`src/rtl/accum_pe_pkg.sv`:
```
// Package: shared types of the accumulator processing element.
// Assumes: the operation code is a 3-bit field taken from the instruction word.
package accum_pe_pkg;

    // Operation codes; the values are fixed by the instruction encoding.
    typedef enum logic [2:0] {
        OP_HOLD  = 3'd0,
        OP_XOR   = 3'd1,
        OP_SUBC  = 3'd2,
        OP_ROTR  = 3'd3,
        OP_LOAD  = 3'd4,
        OP_ADDC  = 3'd5,
        OP_AND   = 3'd6,
        OP_DRIVE = 3'd7
    } op_e;

    // Flag pair owned by the element.
    typedef struct packed {
        logic carry;
        logic zero;
    } flags_t;

endpackage

```
`src/rtl/accum_pe_adder.sv`:
```
// Module: accum_pe_adder
// Adds a, b (optionally inverted) and a carry-in, and returns a W-bit sum plus
// the carry out of the top bit.
// Assumes: the caller chooses inversion for subtract-with-carry.
module accum_pe_adder #(
    parameter int W = 16
) (
    input  logic [W-1:0] a,
    input  logic [W-1:0] b,
    input  logic         invert_b,
    input  logic         cin,
    output logic [W-1:0] sum,
    output logic         cout
);

    localparam int SW = W + 1;

    logic [W-1:0]  b_eff;
    logic [SW-1:0] total;

    // Operand conditioning: ones' complement for subtraction.
    always_comb begin
        b_eff = invert_b ? ~b : b;
    end

    // Wide sum so the carry out is bit W.
    always_comb begin
        total = {1'b0, a} + {1'b0, b_eff} + {{W{1'b0}}, cin};
    end

    assign sum  = total[W-1:0];
    assign cout = total[W];

endmodule

```
`src/rtl/accum_pe_next.sv`:
```
// Module: accum_pe_next
// Computes the next accumulator value and next flags for one operation.
// Assumes: the flags that an operation does not affect are copied from the incoming flags.
module accum_pe_next
    import accum_pe_pkg::*;
#(
    parameter int W = 16
) (
    input  op_e          op,
    input  logic [W-1:0] acc,
    input  logic [W-1:0] data,
    input  flags_t       flags_in,
    output logic [W-1:0] acc_next,
    output flags_t       flags_next
);

    logic [W-1:0] add_sum;
    logic         add_cout;
    logic         use_invert;

    // Inversion is selected only for subtract-with-carry.
    always_comb begin
        use_invert = (op == OP_SUBC);
    end

    accum_pe_adder #(.W(W)) u_adder (
        .a        (acc),
        .b        (data),
        .invert_b (use_invert),
        .cin      (flags_in.carry),
        .sum      (add_sum),
        .cout     (add_cout)
    );

    // Result and flag selection per operation.
    always_comb begin
        acc_next   = acc;
        flags_next = flags_in;
        unique case (op)
            OP_HOLD, OP_DRIVE: begin
                acc_next   = acc;
                flags_next = flags_in;
            end
            OP_XOR: begin
                acc_next        = acc ^ data;
                flags_next.zero = ~|(acc ^ data);
            end
            OP_AND: begin
                acc_next        = acc & data;
                flags_next.zero = ~|(acc & data);
            end
            OP_LOAD: begin
                acc_next        = data;
                flags_next.zero = ~|data;
            end
            OP_ADDC, OP_SUBC: begin
                acc_next         = add_sum;
                flags_next.carry = add_cout;
                flags_next.zero  = ~|add_sum;
            end
            OP_ROTR: begin
                acc_next         = {flags_in.carry, acc[W-1:1]};
                flags_next.carry = acc[0];
                flags_next.zero  = ~|{flags_in.carry, acc[W-1:1]};
            end
            default: begin
                acc_next   = acc;
                flags_next = flags_in;
            end
        endcase
    end

endmodule

```
`src/rtl/accum_pe_bus.sv`:
```
// Module: accum_pe_bus
// Produces the data-drive enable, the gated bus value and the activity signal.
// Assumes: the bus outside the element ORs all drivers, so an idle driver must output zero.
module accum_pe_bus
    import accum_pe_pkg::*;
#(
    parameter int W = 16
) (
    input  op_e          op,
    input  logic [W-1:0] acc,
    output logic         drive_en,
    output logic [W-1:0] bus_drive,
    output logic         active
);

    // Decode the store and the no-op.
    always_comb begin
        drive_en = (op == OP_DRIVE);
        active   = (op != OP_HOLD);
    end

    // Per-bit AND gate onto the OR bus.
    for (genvar i = 0; i < W; i++) begin : g_gate
        assign bus_drive[i] = acc[i] & drive_en;
    end

endmodule

```
`src/rtl/accum_pe.sv`:
```
// Module: accum_pe (top)
// Accumulator processing element: register, own carry/zero flags, ALU and bus gate.
// Assumes: synchronous active-low reset; the operand arrives on bus_in in the cycle the
// operation is presented; the flags are registered together with the value.
module accum_pe
    import accum_pe_pkg::*;
#(
    parameter int W = 16
) (
    input  logic         clk,
    input  logic         rst_n,
    input  logic [2:0]   op_code,
    input  logic [W-1:0] bus_in,
    input  logic         carry_in,
    input  logic         zero_in,
    output logic [W-1:0] acc_out,
    output logic         carry_out,
    output logic         zero_out,
    output logic         drive_en,
    output logic [W-1:0] bus_drive,
    output logic         active
);

    op_e          op_sel;
    logic [W-1:0] acc_q;
    logic [W-1:0] acc_d;
    flags_t       flags_q;
    flags_t       flags_d;
    flags_t       flags_in;

    // Map the raw code and the incoming flags to internal types.
    always_comb begin
        op_sel         = op_e'(op_code);
        flags_in.carry = carry_in;
        flags_in.zero  = zero_in;
    end

    accum_pe_next #(.W(W)) u_next (
        .op         (op_sel),
        .acc        (acc_q),
        .data       (bus_in),
        .flags_in   (flags_in),
        .acc_next   (acc_d),
        .flags_next (flags_d)
    );

    accum_pe_bus #(.W(W)) u_bus (
        .op        (op_sel),
        .acc       (acc_q),
        .drive_en  (drive_en),
        .bus_drive (bus_drive),
        .active    (active)
    );

    // State register for the value and the flags, with synchronous clear.
    always_ff @(posedge clk) begin
        if (!rst_n) begin
            acc_q   <= '0;
            flags_q <= '0;
        end else begin
            acc_q   <= acc_d;
            flags_q <= flags_d;
        end
    end

    assign acc_out   = acc_q;
    assign carry_out = flags_q.carry;
    assign zero_out  = flags_q.zero;

endmodule

```
`config.mk`:
```
export PLATFORM = sky130hd
export DESIGN_NAME = accum_pe
export DESIGN_NICKNAME = d
export VERILOG_FILES = /design/src/rtl/accum_pe_pkg.sv /design/src/rtl/accum_pe_adder.sv /design/src/rtl/accum_pe_next.sv /design/src/rtl/accum_pe_bus.sv /design/src/rtl/accum_pe.sv
export SDC_FILE = /design/constraint.sdc
export NUM_CORES = 1
export LEC_CHECK = 0
export ABC_AREA = 1
export CORE_MARGIN = 2
export CORE_UTILIZATION = 57
export DETAILED_ROUTE_END_ITERATION = 6
export HOLD_SLACK_MARGIN = 0.02
export PLACE_DENSITY = 0.87
export SYNTH_ARGS = -nofsm -noshare
export SYNTH_HDL_FRONTEND = slang
export SYNTH_SLANG_ARGS = --single-unit
export TNS_END_PERCENT = 50
```
`constraint.sdc`:
```
create_clock -name clk -period 8.1 [get_ports clk]
set_input_delay 1.62 -clock clk [delete_from_list [all_inputs] [get_ports clk]]
set_output_delay 1.62 -clock clk [all_outputs]
set_load 0.005 [all_outputs]
```
==> impl_metrics.toml, run 1 <==
[synthesis]
ys_async_sr_fraction_pct = 0
synth_area_um2 = 2900
ys.flop_type = "dfxtp_1"
ys_ff_latch = 18
syn_inst = 496
yosysSeqAreaShare_pct = 12.4
synth-edff-count = 0
yosys_warnings = 0
synth.distinct_cells = 34
syn_nets = 553
syn_area_per_cell_um2 = 5.84

[route]
vias = 3624
drc_errors = 0
dr.pass1.iters = 5
drt-wirelength-per-cell_um = 16.6
via_per_inst = 5.91
wirelength_mm = 10.2
drt_iter0_markers = 350
drtAntennaViolNets = 0

[critical_path]
max_stage_delay_ns = 0.70
end_kind = "output pin"
start_kind = "primary input"
critPathBufInv = 4
path_class = "in -> out"
arrival_ns = 3.54
path_depth = 6
path_max_fanout = 17
required_ns = 6.48
r2r_cells = 16
crit_chain = "clkdlybuf4s50_1 -> inv_2 -> nor3_2 -> inv_2 -> nor2_1 -> clkdlybuf4s50_1"
crit_family = "buffers and inverters"
critPathSlowestCell = "clkdlybuf4s50_1"

[timing]
hold_viol_final = 0
period_share_pct = 63.8
setup_tns_ns = 0
worst_pin_slew_ns = 0.690
setup_viol = 0
fmax_ghz = 0.194
slew_headroom_pct = 53.8
final_max_slew_viol_count = 0
fin_skew_ns = 0.00224
fin_crit_ns = 5.16
rsz0062_at_grt = "no"

[place]
portBuffers = 58
gp_congestion = 0.944
dp_hpwl_mm = 8.14

[floorplanning]
io_pins = 59
dieHeight_um = 75.3
num_rows = 25
die-area_um2 = 5670
core_um2 = 4820
initial_core_util_pct = 60.2
die_w_um = 75.3

[finish]
final_cell_mix = "nand2_1, inv_1, clkdlybuf4s50_1"
layout_commonest_cell = "nand2_1"
diodes = 0
post-route-util_pct = 73.8
layout-drive-gt1-share_pct = 3.30
syn_to_final_growth_pct = 22.6
final_nets = 604

[power]
powerDensity_nw_per_um2 = 142
power_leakage_nw = 1.69
ir_drop_mv = 0.0957

[clocking]
htree_levels = 1
cts_resized = 0
cts_tree = "built"
clock_latency_ns = 0.26
clkSinkCount = 18
cts-buffers-inserted = 3
post-cts-setup-buffers = 0
cts_buffer_depth = 2
cts.hold.buffers_added = 0
clockRootBuffer = "clkbuf_8"
clk_pin_slew_ns = 0.08

[grt]
grt_pass1_wl_mm = 16.0
first_global_vias = 3450
gr-total-overflow = 0
track_usage_pct = 36.9
antenna_found_initial = 0
grt_max_degree = 26

[outcome]
status = "finished clean"

[flow_run]
cap_viol_max_count = 0

[min_path]
hold_depth = 2
worstHoldPathType = "reg -> reg"
## cells by family (layout without fill, tap and decap cells)
kind of cell / count (synthesis) / count (layout) / share of synthesized area (%)
compound gates: 89 / 89 / 17.2
xor+xnor: 16 / 16 / 4.83
fa+ha+maj: 34 / 34 / 15.2
buf+inv: 97 / 147 / 13.2
flops: 18 / 18 / 12.4
simple gates: 242 / 242 / 37.1
## per-layer routing
layer	GRT usage (%)	part of all wire, %	vias up
li1	-	-	1753
met1	49.5	41	1623
met2	61.1	45	217
met3	6.08	11	31
met4	10.9	2.3	0
met5	0	0	-
## layout make-up
class                      instances  area (µm²)
fill                             454        1260
tap                               67        83.8
inverter                          85         319
multi-input combinational        381        2160
clock buffer                       4        55.1
timing repair buffer              58         581
sequential                        18         360
## path summary, 6_finish.rpt
kind,start,end,slack [ns]
worst max-delay path,op_code[1],bus_drive[11],2.94
worst min-delay path,acc_out[9],acc_out[9],0.60
worst max register to register,acc_out[0],zero_out,5.44
worst min register to register,acc_out[9],acc_out[9],0.60
## cell usage after synthesis (6+ instances only)
master | n | area (µm²)
inv_2 | 7 | 26.3
buf_2 | 6 | 30.0
a211oi_1 | 7 | 52.6
nand2_1 | 118 | 443
a21oi_1 | 45 | 225
o22ai_1 | 11 | 68.8
ha_1 | 32 | 400
nand3_1 | 37 | 185
inv_1 | 78 | 293
nor2_1 | 50 | 188
nor4_1 | 9 | 56.3
o21ai_0 | 9 | 45.0
xnor2_1 | 7 | 61.3
o21ai_1 | 8 | 40.0
nand4_1 | 11 | 68.8
xor2_1 | 9 | 78.8
dfxtp_1 | 18 | 360
## where the power goes
| part | leakage, nW | switching, mW | internal, mW |
|---|---|---|---|
| Sequential | 0.149 | 0.0226 | 0.0995 |
| Combinational | 1.51 | 0.186 | 0.119 |
| Clock | 0.0288 | 0.0364 | 0.0434 |
## metrics by stage
step / cell area (µm²) / total power [mW] / hold slack [ns] / worst slack, ns / std cells
after floorplan: 2900 / 0.313 / 0.502 / 3.96 / 496
after global placement: 3500 / 0.409 / 0.555 / 3.06 / 609
after detailed placement: 3500 / 0.417 / 0.557 / 2.98 / 609
after CTS: 3550 / 0.496 / 0.576 / 2.98 / 613
after global routing: 3550 / 0.541 / 0.611 / 2.83 / 613
final: 3550 / 0.506 / 0.595 / 2.94 / 613
## registers in the layout (all words and copies together), names as in the netlist
signal and cells:
acc_out 16, carry_out 1, zero_out 1
## worst register-to-register path: cells and delay by family, from the launching register on
| family | cells | cell delay [ns] |
|---|---|---|
| AND/OR/NAND/NOR | 11 | 1.08 |
| adder cells (fa/ha/maj) | 2 | 0.68 |
| flip-flops | 1 | 0.46 |
| buffers and inverters | 2 | 0.26 |
| AO/OA/AOI/OAI | 1 | 0.11 |
(Power assumes the default switching activity.)
==> inputs of run 2 (changes only) <==
--- a/config.mk
+++ b/config.mk
@@ -7,10 +7,10 @@
 export LEC_CHECK = 0
 export ABC_AREA = 1
 export CORE_MARGIN = 2
-export CORE_UTILIZATION = 57
+export CORE_UTILIZATION = 48
 export DETAILED_ROUTE_END_ITERATION = 6
 export HOLD_SLACK_MARGIN = 0.02
-export PLACE_DENSITY = 0.87
+export PLACE_DENSITY = 0.78
 export SYNTH_ARGS = -nofsm -noshare
 export SYNTH_HDL_FRONTEND = slang
 export SYNTH_SLANG_ARGS = --single-unit
==> constraint.sdc (replaced) <==
create_clock -name clk -period 4.4 [get_ports clk]
set_input_delay 0.88 -clock clk [delete_from_list [all_inputs] [get_ports clk]]
set_output_delay 0.88 -clock clk [all_outputs]
set_load 0.005 [all_outputs]
==> impl_metrics.toml, run 2 (synthesis gave the netlist of run 1 again) <==
[outcome]
status = "finished clean"

[finish]
layout_commonest_cell = "nand2_1"
final_cell_count_no_fill = 623
final_nets = 607
layout-drive-gt1-share_pct = 3.65
diodes = 0
filler_cell_count = 618
final-seq-area_um2 = 360
syn_to_final_growth_pct = 23.3
stdcell_area_um2 = 3570
final_cell_mix = "nand2_1, inv_1, clkdlybuf4s50_1"
multi_input_area_um2 = 2160
largest_reg_flops = 16

[route]
drc_errors = 0
wirelength_mm = 10.5
vias = 3618
dr.pass1.iters = 5
drt_iter0_markers = 297
via_per_inst = 5.81
drtAntennaViolNets = 0
drt-wirelength-per-cell_um = 16.8

[place]
postPlaceCellArea_um2 = 3530
portBuffers = 58
dp_hpwl_mm = 8.16
gp_congestion = 1.00
dp.cells = 620

[floorplanning]
dieHeight_um = 81.7
core_um2 = 5890
num_rows = 28
initial_core_util_pct = 49.3
io_pins = 59
die-area_um2 = 6680
die_w_um = 81.7

[power]
seq_power_share_pct = 24.6
power.internal_mw = 0.465
clkPwrFrac_pct = 14.1
switching_share_pct = 49.2
p_comb_share_pct = 61.3
ir_drop_mv = 0.140
power_leakage_nw = 1.69
powerDensity_nw_per_um2 = 256
p_switching_mw = 0.451

[clocking]
clockRootBuffer = "clkbuf_8"
clk_pin_slew_ns = 0.09
cts-buffers-inserted = 3
cts_tree = "built"
post-cts-setup-buffers = 0
htree_levels = 1
clkSinkCount = 18
cts_resized = 0
clock_latency_ns = 0.27
cts_buffer_depth = 2
cts.hold.buffers_added = 0

[grt]
antenna_found_initial = 0
grt_pass1_wl_mm = 16.4
track_usage_pct = 32.1
gr-total-overflow = 0
grt_max_degree = 26
first_global_vias = 3328

[min_path]
worstHoldPathType = "reg -> reg"
hold_path_startpoint = "acc_out[14]"
hold_depth = 2
hold_path_end = "acc_out[14]"

[critical_path]
rr_startpoint = "acc_out[0]"
max_stage_delay_ns = 0.73
path_class = "in -> out"
end_kind = "output pin"
start_kind = "primary input"
required_ns = 3.52
crit_chain = "clkdlybuf4s50_1 -> inv_2 -> nor3_2 -> inv_2 -> nor2_1 -> clkdlybuf4s50_1"
arrival_ns = 2.80
path_max_fanout = 17
r2r_cells = 16
r2r-end = "zero_out"
rrSetupSlack_ns = 1.81
critPathSlowestCell = "clkdlybuf4s50_1"

[timing]
slew_headroom_pct = 64.5
final_max_slew_viol_count = 0
worst_pin_slew_ns = 0.531
fin_skew_ns = 0.0109
period_share_pct = 83.5
hold_viol_final = 0
fin_crit_ns = 3.68
fmax_ghz = 0.272
setup_tns_ns = 0
setup_viol = 0
rsz0062_at_grt = "no"

[flow_run]
cap_viol_max_count = 0
==> run 2: cell types whose count changed in the layout (fill, tap and decap cells not counted) <==
cell	previous run	this run
buf_4	0	3
clkbuf_8	4	3
==> run 2: worst max path at each step <==
stage | slack (ns) | to | depth (start not counted) | start
6_report | 0.72 | bus_drive[12] | 6 | op_code[1]
5_1_grt | 0.50 | zero_out | 19 | op_code[0]
4_1_cts | 0.75 | bus_drive[2] | 6 | op_code[1]
3_5_place_dp | 0.57 | zero_out | 19 | op_code[0]
3_3_place_gp | 0.59 | zero_out | 19 | op_code[0]
2_1_floorplan | 1.39 | zero_out | 15 | op_code[1]
==> run 2: critical path, delay by kind of cell <==
kind	cells	cell delay, ns
buf+inv	4	1.56
simple gates	2	0.35
==> run 2: metal layers <==
metal  up-vias  track usage, %  wire (µm)
met2       202            51.6       4590
met1      1642            44.1       4630
met4         0            12.5        335
met3        26            2.97        937
li1       1748               -          -
met5         -               0          0
==> run 2: power groups by stage <==
stage / logic, mW / registers, mW / clock network, mW
global placement: 0.540 / 0.226 / 0
CTS: 0.548 / 0.222 / 0.129
floorplan: 0.364 / 0.213 / 0
global route: 0.625 / 0.226 / 0.135
detailed placement: 0.544 / 0.226 / 0
finish: 0.561 / 0.225 / 0.130
==> run 2: layout make-up <==
cell class	instances	area share [%]
tap	75	2.63
inverter	85	8.93
multi-input combinational	381	60.3
clock buffer	3	1.16
timing repair buffer	61	16.9
sequential	18	10.1
==> run 2: through the flow <==
| step | power [mW] | util [%] | worst slack (ns) | hold slack (ns) |
|---|---|---|---|---|
| after global routing | 0.987 | 60.7 | 0.503 | 0.588 |
| after CTS | 0.900 | 60.7 | 0.749 | 0.569 |
| after floorplan | 0.577 | - | 1.39 | 0.502 |
| final | 0.916 | 60.7 | 0.724 | 0.578 |
| after global placement | 0.766 | 60.0 | 0.589 | 0.537 |
| after detailed placement | 0.769 | 60.0 | 0.566 | 0.557 |
